===== src/rtl/clk_trim_pkg.sv =====
// Shared types for the oscillator trim unit.
// Assumes: direction codes sit in the top two bits of the trim byte.
package clk_trim_pkg;
    typedef enum logic [1:0] {
        TRIM_OFF  = 2'd0,
        TRIM_FAST = 2'd1,
        TRIM_SLOW = 2'd2,
        TRIM_RSVD = 2'd3
    } trim_mode_e;
endpackage


===== src/rtl/trim_cfg_regs.sv =====
// Configuration storage for the trim unit: the trim byte, the window select and the enable.
// Assumes: the window-select interlock looks at the stored direction code,
// not at a trim-byte write in the same cycle.
module trim_cfg_regs #(
    parameter int ADJ_W = 6
) (
    input  logic             clk,
    input  logic             rst_n,
    input  logic             adj_we,
    input  logic [ADJ_W+1:0] adj_wdata,
    input  logic             ctl_we,
    input  logic             ctl_short,
    input  logic             ctl_auto,
    output logic [ADJ_W+1:0] adj_q,
    output logic             short_q,
    output logic             auto_q
);
    logic mode_idle;

    // Window select may only change while no trim direction is stored.
    assign mode_idle = (adj_q[ADJ_W+1:ADJ_W] == 2'b00);

    // Register writes with the window-select interlock.
    always_ff @(posedge clk) begin
        if (!rst_n) begin
            adj_q   <= '0;
            short_q <= 1'b0;
            auto_q  <= 1'b0;
        end else begin
            if (adj_we) adj_q <= adj_wdata;
            if (ctl_we) begin
                auto_q <= ctl_auto;
                if (mode_idle) short_q <= ctl_short;
            end
        end
    end
endmodule


===== src/rtl/trim_period_sel.sv =====
// Keeps track of the second index inside the window and selects the terminal count for the next second.
// Assumes: SHORT_SECS <= LONG_SECS and both are at least 2; NOM_DIV > 2**ADJ_W.
module trim_period_sel
    import clk_trim_pkg::*;
#(
    parameter int NOM_DIV    = 32768,
    parameter int SHORT_SECS = 10,
    parameter int LONG_SECS  = 60,
    parameter int ADJ_W      = 6,
    parameter int CNT_W      = 16,
    parameter int WIN_W      = 6
) (
    input  logic             clk,
    input  logic             rst_n,
    input  logic             sec_end,
    input  logic [ADJ_W+1:0] adj_q,
    input  logic             short_q,
    input  logic             auto_q,
    output logic [CNT_W-1:0] term_q
);
    localparam logic [CNT_W-1:0] NOM_TERM   = CNT_W'(NOM_DIV - 1);
    localparam logic [WIN_W-1:0] SHORT_LAST = WIN_W'(SHORT_SECS - 1);
    localparam logic [WIN_W-1:0] LONG_LAST  = WIN_W'(LONG_SECS - 1);

    logic [WIN_W-1:0] win_idx, idx_next, last_idx;
    logic [CNT_W-1:0] cnt_ext, term_next;
    trim_mode_e       mode;
    logic             trim_on;

    // Decode the stored trim byte.
    assign mode     = trim_mode_e'(adj_q[ADJ_W+1:ADJ_W]);
    assign cnt_ext  = {{(CNT_W-ADJ_W){1'b0}}, adj_q[ADJ_W-1:0]};
    assign trim_on  = auto_q && (mode == TRIM_FAST || mode == TRIM_SLOW);
    assign last_idx = short_q ? SHORT_LAST : LONG_LAST;
    assign idx_next = (win_idx >= last_idx) ? '0 : win_idx + 1'b1;

    // Terminal count of the coming second: only the last second of the window is trimmed.
    always_comb begin
        term_next = NOM_TERM;
        if (trim_on && idx_next == last_idx) begin
            if (mode == TRIM_FAST) term_next = NOM_TERM - cnt_ext;
            else                   term_next = NOM_TERM + cnt_ext;
        end
    end

    // Move to the next second and load its terminal count.
    always_ff @(posedge clk) begin
        if (!rst_n) begin
            win_idx <= '0;
            term_q  <= NOM_TERM;
        end else if (sec_end) begin
            win_idx <= idx_next;
            term_q  <= term_next;
        end
    end
endmodule


===== src/rtl/sec_prescaler.sv =====
// Counts oscillator strobes up to a terminal count that can be reloaded, and emits the second tick.
// Assumes: the terminal count changes only in the cycle in which the counter restarts.
module sec_prescaler #(
    parameter int CNT_W = 16
) (
    input  logic             clk,
    input  logic             rst_n,
    input  logic             osc_tick,
    input  logic [CNT_W-1:0] term,
    output logic             sec_end,
    output logic             sec_tick
);
    logic [CNT_W-1:0] cnt;

    // A second ends on the strobe that reaches the terminal count.
    assign sec_end = osc_tick && (cnt >= term);

    // Strobe counter and registered tick.
    always_ff @(posedge clk) begin
        if (!rst_n) begin
            cnt      <= '0;
            sec_tick <= 1'b0;
        end else begin
            sec_tick <= sec_end;
            if (sec_end)       cnt <= '0;
            else if (osc_tick) cnt <= cnt + 1'b1;
        end
    end
endmodule


===== src/rtl/clk_trim_unit.sv =====
// Top of the oscillator trim unit: configuration registers, period selection and prescaler.
// Assumes: osc_tick is already synchronous to clk; NOM_DIV > 2**ADJ_W.
module clk_trim_unit #(
    parameter int NOM_DIV    = 32768,
    parameter int SHORT_SECS = 10,
    parameter int LONG_SECS  = 60,
    parameter int ADJ_W      = 6
) (
    input  logic             clk,
    input  logic             rst_n,
    input  logic             osc_tick,
    input  logic             adj_we,
    input  logic [ADJ_W+1:0] adj_wdata,
    input  logic             ctl_we,
    input  logic             ctl_interval_short,
    input  logic             ctl_auto_en,
    output logic             sec_tick,
    output logic [ADJ_W+1:0] adj_rdata,
    output logic             interval_short_q,
    output logic             auto_en_q
);
    localparam int ADJ_MAX = (1 << ADJ_W) - 1;
    localparam int CNT_W   = $clog2(NOM_DIV + ADJ_MAX + 1);
    localparam int WIN_W   = $clog2(LONG_SECS + 1);

    logic [CNT_W-1:0] term;
    logic             sec_end;

    trim_cfg_regs #(.ADJ_W(ADJ_W)) u_regs (
        .clk(clk), .rst_n(rst_n),
        .adj_we(adj_we), .adj_wdata(adj_wdata),
        .ctl_we(ctl_we), .ctl_short(ctl_interval_short), .ctl_auto(ctl_auto_en),
        .adj_q(adj_rdata), .short_q(interval_short_q), .auto_q(auto_en_q)
    );

    trim_period_sel #(
        .NOM_DIV(NOM_DIV), .SHORT_SECS(SHORT_SECS), .LONG_SECS(LONG_SECS),
        .ADJ_W(ADJ_W), .CNT_W(CNT_W), .WIN_W(WIN_W)
    ) u_sel (
        .clk(clk), .rst_n(rst_n), .sec_end(sec_end),
        .adj_q(adj_rdata), .short_q(interval_short_q), .auto_q(auto_en_q),
        .term_q(term)
    );

    sec_prescaler #(.CNT_W(CNT_W)) u_pre (
        .clk(clk), .rst_n(rst_n), .osc_tick(osc_tick), .term(term),
        .sec_end(sec_end), .sec_tick(sec_tick)
    );
endmodule


===== config.mk =====
export PLATFORM = sky130hd
export DESIGN_NAME = clk_trim_unit
export DESIGN_NICKNAME = d
export VERILOG_FILES = /design/src/rtl/clk_trim_pkg.sv /design/src/rtl/trim_cfg_regs.sv /design/src/rtl/trim_period_sel.sv /design/src/rtl/sec_prescaler.sv /design/src/rtl/clk_trim_unit.sv
export SDC_FILE = /design/constraint.sdc
export NUM_CORES = 1
export LEC_CHECK = 0
export ABC_AREA = 1
export BUFFER_PORTS_ARGS = -buffer_cell sky130_fd_sc_hd__clkbuf_2
export CAP_MARGIN = 10
export CELL_PAD_IN_SITES_DETAIL_PLACEMENT = 0
export CELL_PAD_IN_SITES_GLOBAL_PLACEMENT = 1
export CORE_UTILIZATION = 45
export CTS_BUF_LIST = sky130_fd_sc_hd__clkbuf_4 sky130_fd_sc_hd__clkbuf_8
export DETAILED_ROUTE_END_ITERATION = 6
export GPL_TIMING_DRIVEN = 0
export PLACE_DENSITY_LB_ADDON = 0.3
export SLEW_MARGIN = 25
export SYNTH_ARGS = -nofsm -noshare
export SYNTH_HDL_FRONTEND = slang
export SYNTH_SLANG_ARGS = --single-unit

===== constraint.sdc =====
create_clock -name clk -period 2.5 [get_ports clk]
set_clock_uncertainty 0.2 [all_clocks]
set_input_delay 0.125 -clock clk [delete_from_list [all_inputs] [get_ports clk]]
set_output_delay 0.125 -clock clk [all_outputs]
set_load 0.02 [all_outputs]

## After elaboration in Yosys (flattened, before gate mapping)

Cells that the tools add are included.

| word-level totals | value |
|---|---|
| word-level logic and storage cells | 28 |
| input bits | 15 |
| register bits | 49 |

| cells by class | value |
|---|---|
| $lt $le $gt $ge | 2 |
| bitwise logic cells | 1 |
| reductions and logical operators | 7 |
| add/sub/neg operators | 4 |
| eq/ne operators | 3 |
| mux-type cells | 4 |

Operators with widths:

| operator | count |
|---|---|
| 2-to-1 mux 16 bit | 2 |
| adder 15 x 6 -> 16 bit, first input constant | 1 |
| adder 16 x 1 -> 16 bit, second input constant | 1 |
| greater-or-equal comparator 16 bit | 1 |
| subtractor 15 x 6 -> 16 bit, first input constant | 1 |
| 2-to-1 mux 6 bit | 2 |
| adder 6 x 1 -> 6 bit, second input constant | 1 |
| == test 6 bit | 1 |
| greater-or-equal comparator 6 bit | 1 |
| logical AND 1 bit | 3 |
| == test 2 x 1 -> 1 bit, second input constant | 1 |
| == test 2 bit, second input constant | 1 |
| logical NOT 2 bit | 1 |
| AND reduction 2 bit | 1 |
| OR reduction 2 bit | 1 |
| logical OR 1 bit | 1 |
| NOT 1 bit | 1 |

## Longest topological paths before layout

Gate-level depths: netlist of run 1.

| logic depth | value |
|---|---|
| depth after elaboration | 6 |
| gate-level depth with buffers | 16 |
| depth with buffers taken out | 15 |

## By module

From an unflattened synthesis of run 1, not the netlist that was laid out.

| second synthesis, totals | value |
|---|---|
| cells, all modules | 383 |
| area, all modules | 2788.9 µm² |

Modules (own cells, without submodules):

| module | area an instance (µm²) | seq. area each (µm²) | cells an instance | instances |
|---|---|---|---|---|
| trim_period_sel | 1226.2 | 360.3 | 168 | 1 |
| sec_prescaler | 1219.9 | 340.3 | 171 | 1 |
| trim_cfg_regs | 342.8 | 200.2 | 44 | 1 |

## Worst setup path before layout of run 1

Ideal clock, no wire load.

| path | value |
|---|---|
| path type | register to register |
| from | reg u_regs.short_q |
| to | reg u_sel.term_q[12] |
| data arrival time | 1.727 ns |
| clock period less this slack | 2.040 ns |
| path buffers | 0 |
| slack | 0.460 ns |
| stages on the path, launching flop included | 12 |
| data required time | 2.187 ns |
| cells stage by stage | dfxtp_1 -> ha_1 -> nand2_1 -> nand2_1 -> nor2_2 -> nand2_2 -> inv_2 -> nand4_2 -> nor2_8 -> nand3_1 -> nor2_2 -> nor2_1 |

| on the way | value |
|---|---|
| cells in the longest elaborated chain, start to end | 6 |

Ends and longest elaborated chain:

| item | RTL line | RTL |
|---|---|---|
| start, declared | trim_cfg_regs.sv:15 | `output logic short_q,` |
| start signal, assigned | trim_cfg_regs.sv:33 | `if (mode_idle) short_q <= ctl_short;` |
| 2-to-1 mux 6 bit (*) | trim_period_sel.sv:34 | `assign last_idx = short_q ? SHORT_LAST : LONG_LAST;` |
| greater-or-equal comparator 6 bit | trim_period_sel.sv:35 | `assign idx_next = (win_idx >= last_idx) ? '0 : win_idx + 1'b1;` |
| 2-to-1 mux 6 bit | trim_period_sel.sv:35 |  |
| == test 6 bit (*) | trim_period_sel.sv:40 | `if (trim_on && idx_next == last_idx) begin` |
| logical AND 1 bit (*) | trim_period_sel.sv:40 |  |
| 2-to-1 mux 16 bit (*) | trim_period_sel.sv:40 |  |
| end signal, assigned | trim_period_sel.sv:53 | `term_q <= term_next;` |
| end, declared | trim_period_sel.sv:19 | `output logic [CNT_W-1:0] term_q` |

Every way passes the cells marked *; elsewhere a longest branch is shown, timed or not.
A chain may end at the register's enable or synchronous reset.

==> key figures, run 1 <==
Run status
  • Status: finished clean

STA
  • Crit path time final: roughly 2.3 ns
  • Final Max Tran Viols: 0
  • Final hold viol count: 0
  • Setup violators final: 0
  • Final Cycle Share: around nine tenths
  • RSZ-0062 raised after global routing: false
  • Relative slew slack: 62.6%
  • Fmax: roughly 440 MHz
  • Slew @ Worst Pin: between 0.5 and 0.6 ns
  • Final setup TNS: 0 ns

Final layout
  • Final core utilization: a little under three fifths
  • Nets: between 400 and 500
  • Filler cells: around 570
  • Area delta synth->final: 16.9%
  • Share of cells above drive strength 1: about 15%
  • Number of diodes: 0

Synthesis
  • Asr flop ratio synth: 0%
  • Most frequent cell after synthesis: nor2_1
  • Seq cells post-synth: 45
  • Yosys top cell area share: approximately 34%
  • Post-synth top flop: dfxtp_1
  • Synth top area cells: dfxtp_1, ha_1, nor2_1
  • Mapped Nets: 400
  • Post-synthesis cell type count: 32
  • Synthesized area per cell: around 7.3 um^2
  • Yosys warnings: 0
  • Biggest area consumer among synthesized cells: dfxtp_1
  • Synthesized area: around 0.0026 mm^2
  • Post-synthesis cell count: 360
  • Sequential area share after synthesis: around 34%
  • EDFF count, synth: 0
  • Top post-synthesis cells by count: nor2_1, nand2_1, inv_1

Floorplanning
  • Cell Rows: 27
  • Die ar.: about 0.0062 mm^2
  • Core area: 0.00557 mm^2
  • Initial Utilization: 47.4%
  • IO Count: 26
  • Die width: 78.6 um
  • Die Y: 78.6 um

Pwr
  • Static leakage: around 1.5 nW
  • Flop pwr share: 54.3%
  • Tot Pwr: approximately 1.4 mW
  • Internal power: a little over 1 mW
  • Switching part of the total: approximately a quarter
  • Maximum VDD drop: 0.232 mV
  • Cell Pwr Density: around 440 mW/mm^2
  • Clock Power Share: between 30% and 40%
  • Combinational Power Share: between 10% and 20%
  • Net switching power: 344 uW

Global route
  • Global-route wire length before repair: around 9600 um
  • Vias in the first global route: between 2000 and 2500
  • Largest net degree at the start of global routing: 13
  • GR Util All Layers: about a fifth
  • Initial antenna violation count: 0
  • GRT overflow: 0

Clock tree
  • Maximum buffer depth of the clock tree: 2
  • TritonCTS Sinks: 45
  • Worst skew pair latency: between 0.2 and 0.3 ns
  • CTS Buf Count: 5
  • Root buffer cell: clkbuf_8
  • H-tree levels: 2
  • CTS tree: yes
  • Clock-pin slew on the worst setup and hold paths: roughly 0.080 ns

Critical path
  • Startpoint types: input port
  • Critical path's largest stage delay: roughly 0.58 ns
  • CP cell instances: clkbuf_1 > buf_1 > o21ai_0 > dlygate4sd3_1 > nor2_1 > dlygate4sd3_1
  • Nature of the critical path endpoint: flip-flop
  • Critical path peak fanout: 10
  • Slowest cell on the critical path: dlygate4sd3_1
  • Worst Path Arrival: 2.34 ns
  • Most used cell, CP: dlygate4sd3_1
  • Critical path type: in -> reg
  • Critical path required time: roughly 2.5 ns

Placed design
  • GP Congestion: approximately 0.77
  • DP HPWL: approximately 4000 um
  • Port bufs: 23

Routing
  • Routed WL: approximately 5300 um
  • Residual DRC: 0
  • DR pass1 iterations: 4
  • Drt first-iter violations: 82
  • Routed Antenna Nets: 0
  • Vias per cell: 4.80
  • Routed len/inst: approximately 11 um
  • Via total after detailed routing: 2290

Flow run
  • Max-cap violations: 0

Hold path
  • Min-delay worst type: in -> reg
## power groups by stage
| stage | Combinational (mW) | Clock [mW] | Sequential (mW) |
|---|---|---|---|
| 5_1_grt | 0.181 | 0.518 | 0.748 |
| 3_5_place_dp | 0.140 | 0 | 0.763 |
| 4_1_cts | 0.161 | 0.486 | 0.746 |
| 3_3_place_gp | 0.137 | 0 | 0.763 |
| 2_1_floorplan | 0.0835 | 0 | 0.774 |
| 6_report | 0.161 | 0.466 | 0.746 |
## kinds of logic after synthesis
logic type / after synthesis / synth area share (%)
compound gates: 43 / 8.67
xor+xnor: 13 / 4.31
flops: 45 / 34.1
mux: 1 / 0.379
simple gates: 177 / 32.2
buf+inv: 56 / 8.48
fa+ha+maj: 25 / 11.8
## path summary, 6_finish.rpt
check | cells after the start | start | endpoint | slack [ns]
min | 4 | adj_we | u_regs.adj_q[4]$_SDFFE_PN0P_ | 0.05
max | 6 | rst_n | u_regs.short_q$_SDFFE_PN0P_ | 0.21
max reg2reg | 10 | u_pre.cnt[11]$_SDFFE_PP0P_ | u_sel.term_q[13]$_SDFFE_PN1P_ | 0.27
min reg2reg | 2 | u_sel.term_q[15]$_SDFFE_PN0P_ | u_sel.term_q[15]$_SDFFE_PN0P_ | 0.28
## worst max-delay path, delay by kind of cell
family          cells  cell delay [ns]
buf+inv             4             1.99
compound gates      1             0.14
simple gates        1             0.08
## layout by cell type (no fill, tap or decap), drive strengths merged, types with 2 or more instances in the layout
master | synthesis | routed
a21oi | 20 | 20
buf | 4 | 5
clkbuf | 3 | 32
dfxtp | 45 | 45
dlygate4sd3 | 0 | 15
ha | 25 | 25
inv | 49 | 49
nand2 | 62 | 62
nand3 | 33 | 33
nand4 | 2 | 2
nor2 | 71 | 71
nor3 | 7 | 7
o21ai | 22 | 22
xnor2 | 4 | 4
xor2 | 9 | 9
## state kept, by name, indices dropped and copies added, names as in the netlist
signal	count
u_regs.adj_q	8
u_sel.term_q	12
u_sel.win_idx	6
u_pre.sec_tick	1
u_regs.short_q	1
u_pre.cnt	16
u_regs.auto_q	1
## metrics by stage
step / hold WS [ns] / instances / worst slack (ns) / cell area [um^2]
after floorplan: 0.0206 / 360 / 0.460 / 2640
after global placement: 0.150 / 455 / 0.306 / 2850
after detailed placement: 0.161 / 455 / 0.278 / 2850
after CTS: 0.0435 / 477 / 0.152 / 3090
after global routing: 0.0726 / 477 / 0.000292 / 3090
final: 0.0456 / 477 / 0.207 / 3090
## final cells by class
| type | count | area, um^2 | share of cell area (%) |
|---|---|---|---|
| Sequential cell | 45 | 901 | 29.2 |
| Clock buffer | 7 | 90.1 | 2.92 |
| Buffer | 7 | 40.0 | 1.30 |
| Inverter | 49 | 184 | 5.96 |
| Tap cell | 72 | 90.1 | 2.92 |
| Timing Repair Buffer | 38 | 265 | 8.59 |
| Multi-Input combinational cell | 259 | 1520 | 49.1 |
## routing by layer
layer | vias up | wire [um] | global-route usage [%]
met3 | 4 | 112 | 3.49
met4 | 0 | 38 | 5.00
met2 | 19 | 2380 | 32.4
met1 | 1030 | 2770 | 25.8
met5 | - | 0 | 0
li1 | 1237 | - | -
## what timing repair did
| item | 4_1_cts | 5_1_grt |
|---|---|---|
| endpoints found under the setup margin | 0 | 1 |
| hold buffers | 15 | 0 |
| hold endpoints to repair | 15 | 0 |
| gates resized for setup | 0 | 1 |
| buffers inserted | 0 | 0 |
(Power assumes the default switching activity.)
==> inputs of run 2 (changes only) <==
CORE_MARGIN = 1.5   (was not set)
CTS_CLUSTER_DIAMETER = 40   (was not set)
==> key figures, run 2 (synthesized netlist as in run 1, its figures left out) <==
Clock tree
  • H-tree levels: 2 (unchanged)
  • Setup bufs post-CTS: 0 (unchanged)
  • CTS tree: yes
  • Maximum buffer depth of the clock tree: 2 (unchanged)
  • Worst skew pair latency: 0.29 ns (about the same)
  • TritonCTS Sinks: 45 (unchanged)
  • CTS Buf Count: 5 (unchanged)
  • Root buffer cell: clkbuf_8
  • Clock-pin slew on the worst setup and hold paths: 0.08 ns (about the same)

Pwr
  • Internal power: 1.03 mW (about the same)
  • Tot Pwr: 1.37 mW (about the same)
  • Net switching power: 343 uW (-0.37%)
  • Clock Power Share: 33.9% (about the same)
  • Flop pwr share: 54.3% (about the same)
  • Cell Pwr Density: 444 mW/mm^2 (about the same)
  • Maximum VDD drop: 0.296 mV (+28%)
  • Switching part of the total: 25.0% (-0.069 points)
  • Combinational Power Share: 11.7% (about the same)
  • Static leakage: 1.49 nW (unchanged)

Routing
  • Drt first-iter violations: 66 (-20%)
  • Vias per cell: 4.77 (-0.74%)
  • Residual DRC: 0 (unchanged)
  • DR pass1 iterations: 4 (unchanged)
  • Routed WL: 5290 um (about the same)
  • Routed len/inst: 11.1 um (about the same)
  • Routed Antenna Nets: 0 (unchanged)
  • Via total after detailed routing: 2273 (-0.74%)

Critical path
  • Critical path peak fanout: 10 (unchanged)
  • Slowest cell on the critical path: dlygate4sd3_1
  • R2R Path Start: u_regs.adj_q[6]$_SDFFE_PN0P_
  • R2R cell count: 7 (-3)
  • Nature of the critical path endpoint: flip-flop
  • Critical path required time: 2.54 ns (about the same)
  • Critical path type: in -> reg
  • R2r endpoint: u_regs.short_q$_SDFFE_PN0P_
  • Startpoint types: input port
  • CP cell instances: clkbuf_1 > clkbuf_1 > o21ai_0 > dlygate4sd3_1 > nor2_1 > dlygate4sd3_1
  • Worst Path Arrival: 2.37 ns (+0.03 ns)
  • Critical path's largest stage delay: 0.59 ns (about the same)
  • R2R setup slack: 0.26 ns (about the same)

Run status
  • Status: finished clean

Global route
  • GRT overflow: 0 (unchanged)
  • Vias in the first global route: 2150 (-1.5%)
  • Initial antenna violation count: 0 (unchanged)
  • Largest net degree at the start of global routing: 13 (unchanged)
  • GR Util All Layers: 18.7% (-0.77 points)
  • Global-route wire length before repair: 9340 um (-3.1%)

STA
  • Final Cycle Share: 93.3% (+1.5 points)
  • Slew @ Worst Pin: 0.545 ns (-0.0161 ns)
  • Setup violators final: 0 (unchanged)
  • Relative slew slack: 63.7% (+1.1 points)
  • RSZ-0062 raised after global routing: false
  • Final setup TNS: 0 ns (unchanged)
  • Final Max Tran Viols: 0 (unchanged)
  • Final hold viol count: 0 (unchanged)
  • Fmax: 429 MHz (-1.7%)
  • Crit path time final: 2.33 ns (+0.0387 ns)

Floorplanning
  • Core area: 0.00557 mm^2 (unchanged)
  • Cell Rows: 27 (unchanged)
  • Die Y: 79.6 um (+1.3%)
  • IO Count: 26 (unchanged)
  • Die ar.: 0.00634 mm^2 (+2.6%)
  • Die width: 79.6 um (+1.3%)
  • Initial Utilization: 47.4% (unchanged)

Final layout
  • Commonest non-fill, non-tap cell in the layout: nor2_1
  • Storage cell area: 901 um^2 (unchanged)
  • Top reg by flops: u_pre.cnt
  • Most frequent cells in the layout: nor2_1, nand2_1, inv_1
  • Multi-input gate area: 0.00152 mm^2 (unchanged)
  • Biggest regs: u_pre.cnt: 16 flops, u_sel.term_q: 12 flops, u_regs.adj_q: 8 flops
  • Max reg flops: 16 (unchanged)
  • Post-Layout Inst Area: 0.00309 mm^2 (unchanged)
  • Share of cells above drive strength 1: 15.3% (unchanged)
  • Filler cells: 580 (+1.4%)
  • Nets: 445 (unchanged)
  • Final core utilization: 55.4% (unchanged)
  • Area delta synth->final: 16.9% (unchanged)
  • Number of diodes: 0 (unchanged)

Placed design
  • GP Congestion: 0.757 (-1.1%)
  • DP HPWL: 4010 um (-0.81%)
  • Post-placement cell area: 0.00285 mm^2 (unchanged)
  • Port bufs: 23 (unchanged)

Hold path
  • Hold path cells: 4 (unchanged)
  • Min-delay worst type: in -> reg
  • Min-delay src: adj_we
  • Hold EP: u_regs.adj_q[4]$_SDFFE_PN0P_

Flow run
  • Max-cap violations: 0 (unchanged)
==> run 2: cell count changes in the layout (fill, tap and decap cells not counted), sizes merged <==
cell,change
buf,-1
clkbuf,+1
==> run 2: through the flow <==
step | hold slack (ns) | cells | setup slack (ns)
after floorplan | 0.0206 | 360 | 0.460
after global placement | 0.149 | 455 | 0.298
after detailed placement | 0.153 | 455 | 0.283
after CTS | 0.0357 | 477 | 0.162
after global routing | 0.114 | 477 | 0.0286
final | 0.0504 | 477 | 0.168
==> run 2: what timing repair did <==
item	4_1_cts	5_1_grt
gates resized for setup	0	0
hold buffers	15	0
hold endpoints to repair	15	0
==> run 2: worst max-delay path by stage <==
stage / startpoint / end / slack, ns / cells past startpoint
3_3_place_gp: u_pre.cnt[11]$_SDFFE_PP0P_ / u_sel.term_q[13]$_SDFFE_PN1P_ / 0.30 / 10
5_1_grt: rst_n / u_regs.short_q$_SDFFE_PN0P_ / 0.03 / 6
6_report: rst_n / u_regs.short_q$_SDFFE_PN0P_ / 0.17 / 6
4_1_cts: rst_n / u_regs.short_q$_SDFFE_PN0P_ / 0.16 / 6
3_5_place_dp: u_pre.cnt[11]$_SDFFE_PP0P_ / u_sel.term_q[13]$_SDFFE_PN1P_ / 0.28 / 10
2_1_floorplan: u_regs.short_q$_SDFFE_PN0P_ / u_sel.term_q[12]$_SDFFE_PN1P_ / 0.46 / 11
==> run 2: layout make-up <==
type                            count  area share, %
Buffer                              7           1.30
Clock buffer                        7           2.92
Tap cell                           72           2.92
Sequential cell                    45           29.2
Inverter                           49           5.96
Multi-Input combinational cell    259           49.1
Timing Repair Buffer               38           8.59
==> run 2: layer usage <==
layer  global-route usage, %  share of wire (%)  vias to the layer above
li1                        -                  -                     1233
met1                    24.6                 51                     1014
met2                    31.4                 45                       20
met3                    3.43                2.7                        6
met4                    4.74                1.1                        0
met5                       0                  0                        -
==> run 2: power groups by stage <==
| stage | clock network [mW] | registers (mW) | logic (mW) |
|---|---|---|---|
| CTS | 0.489 | 0.746 | 0.161 |
| floorplan | 0 | 0.774 | 0.0835 |
| global placement | 0 | 0.762 | 0.138 |
| detailed placement | 0 | 0.763 | 0.140 |
| finish | 0.465 | 0.745 | 0.161 |
| global route | 0.514 | 0.749 | 0.183 |
==> run 2: critical path: cells and delay by family <==
kind                   cells  cell delay (ns)
buffers and inverters      4             2.00
AO/OA/AOI/OAI              1             0.14
AND/OR/NAND/NOR            1             0.09
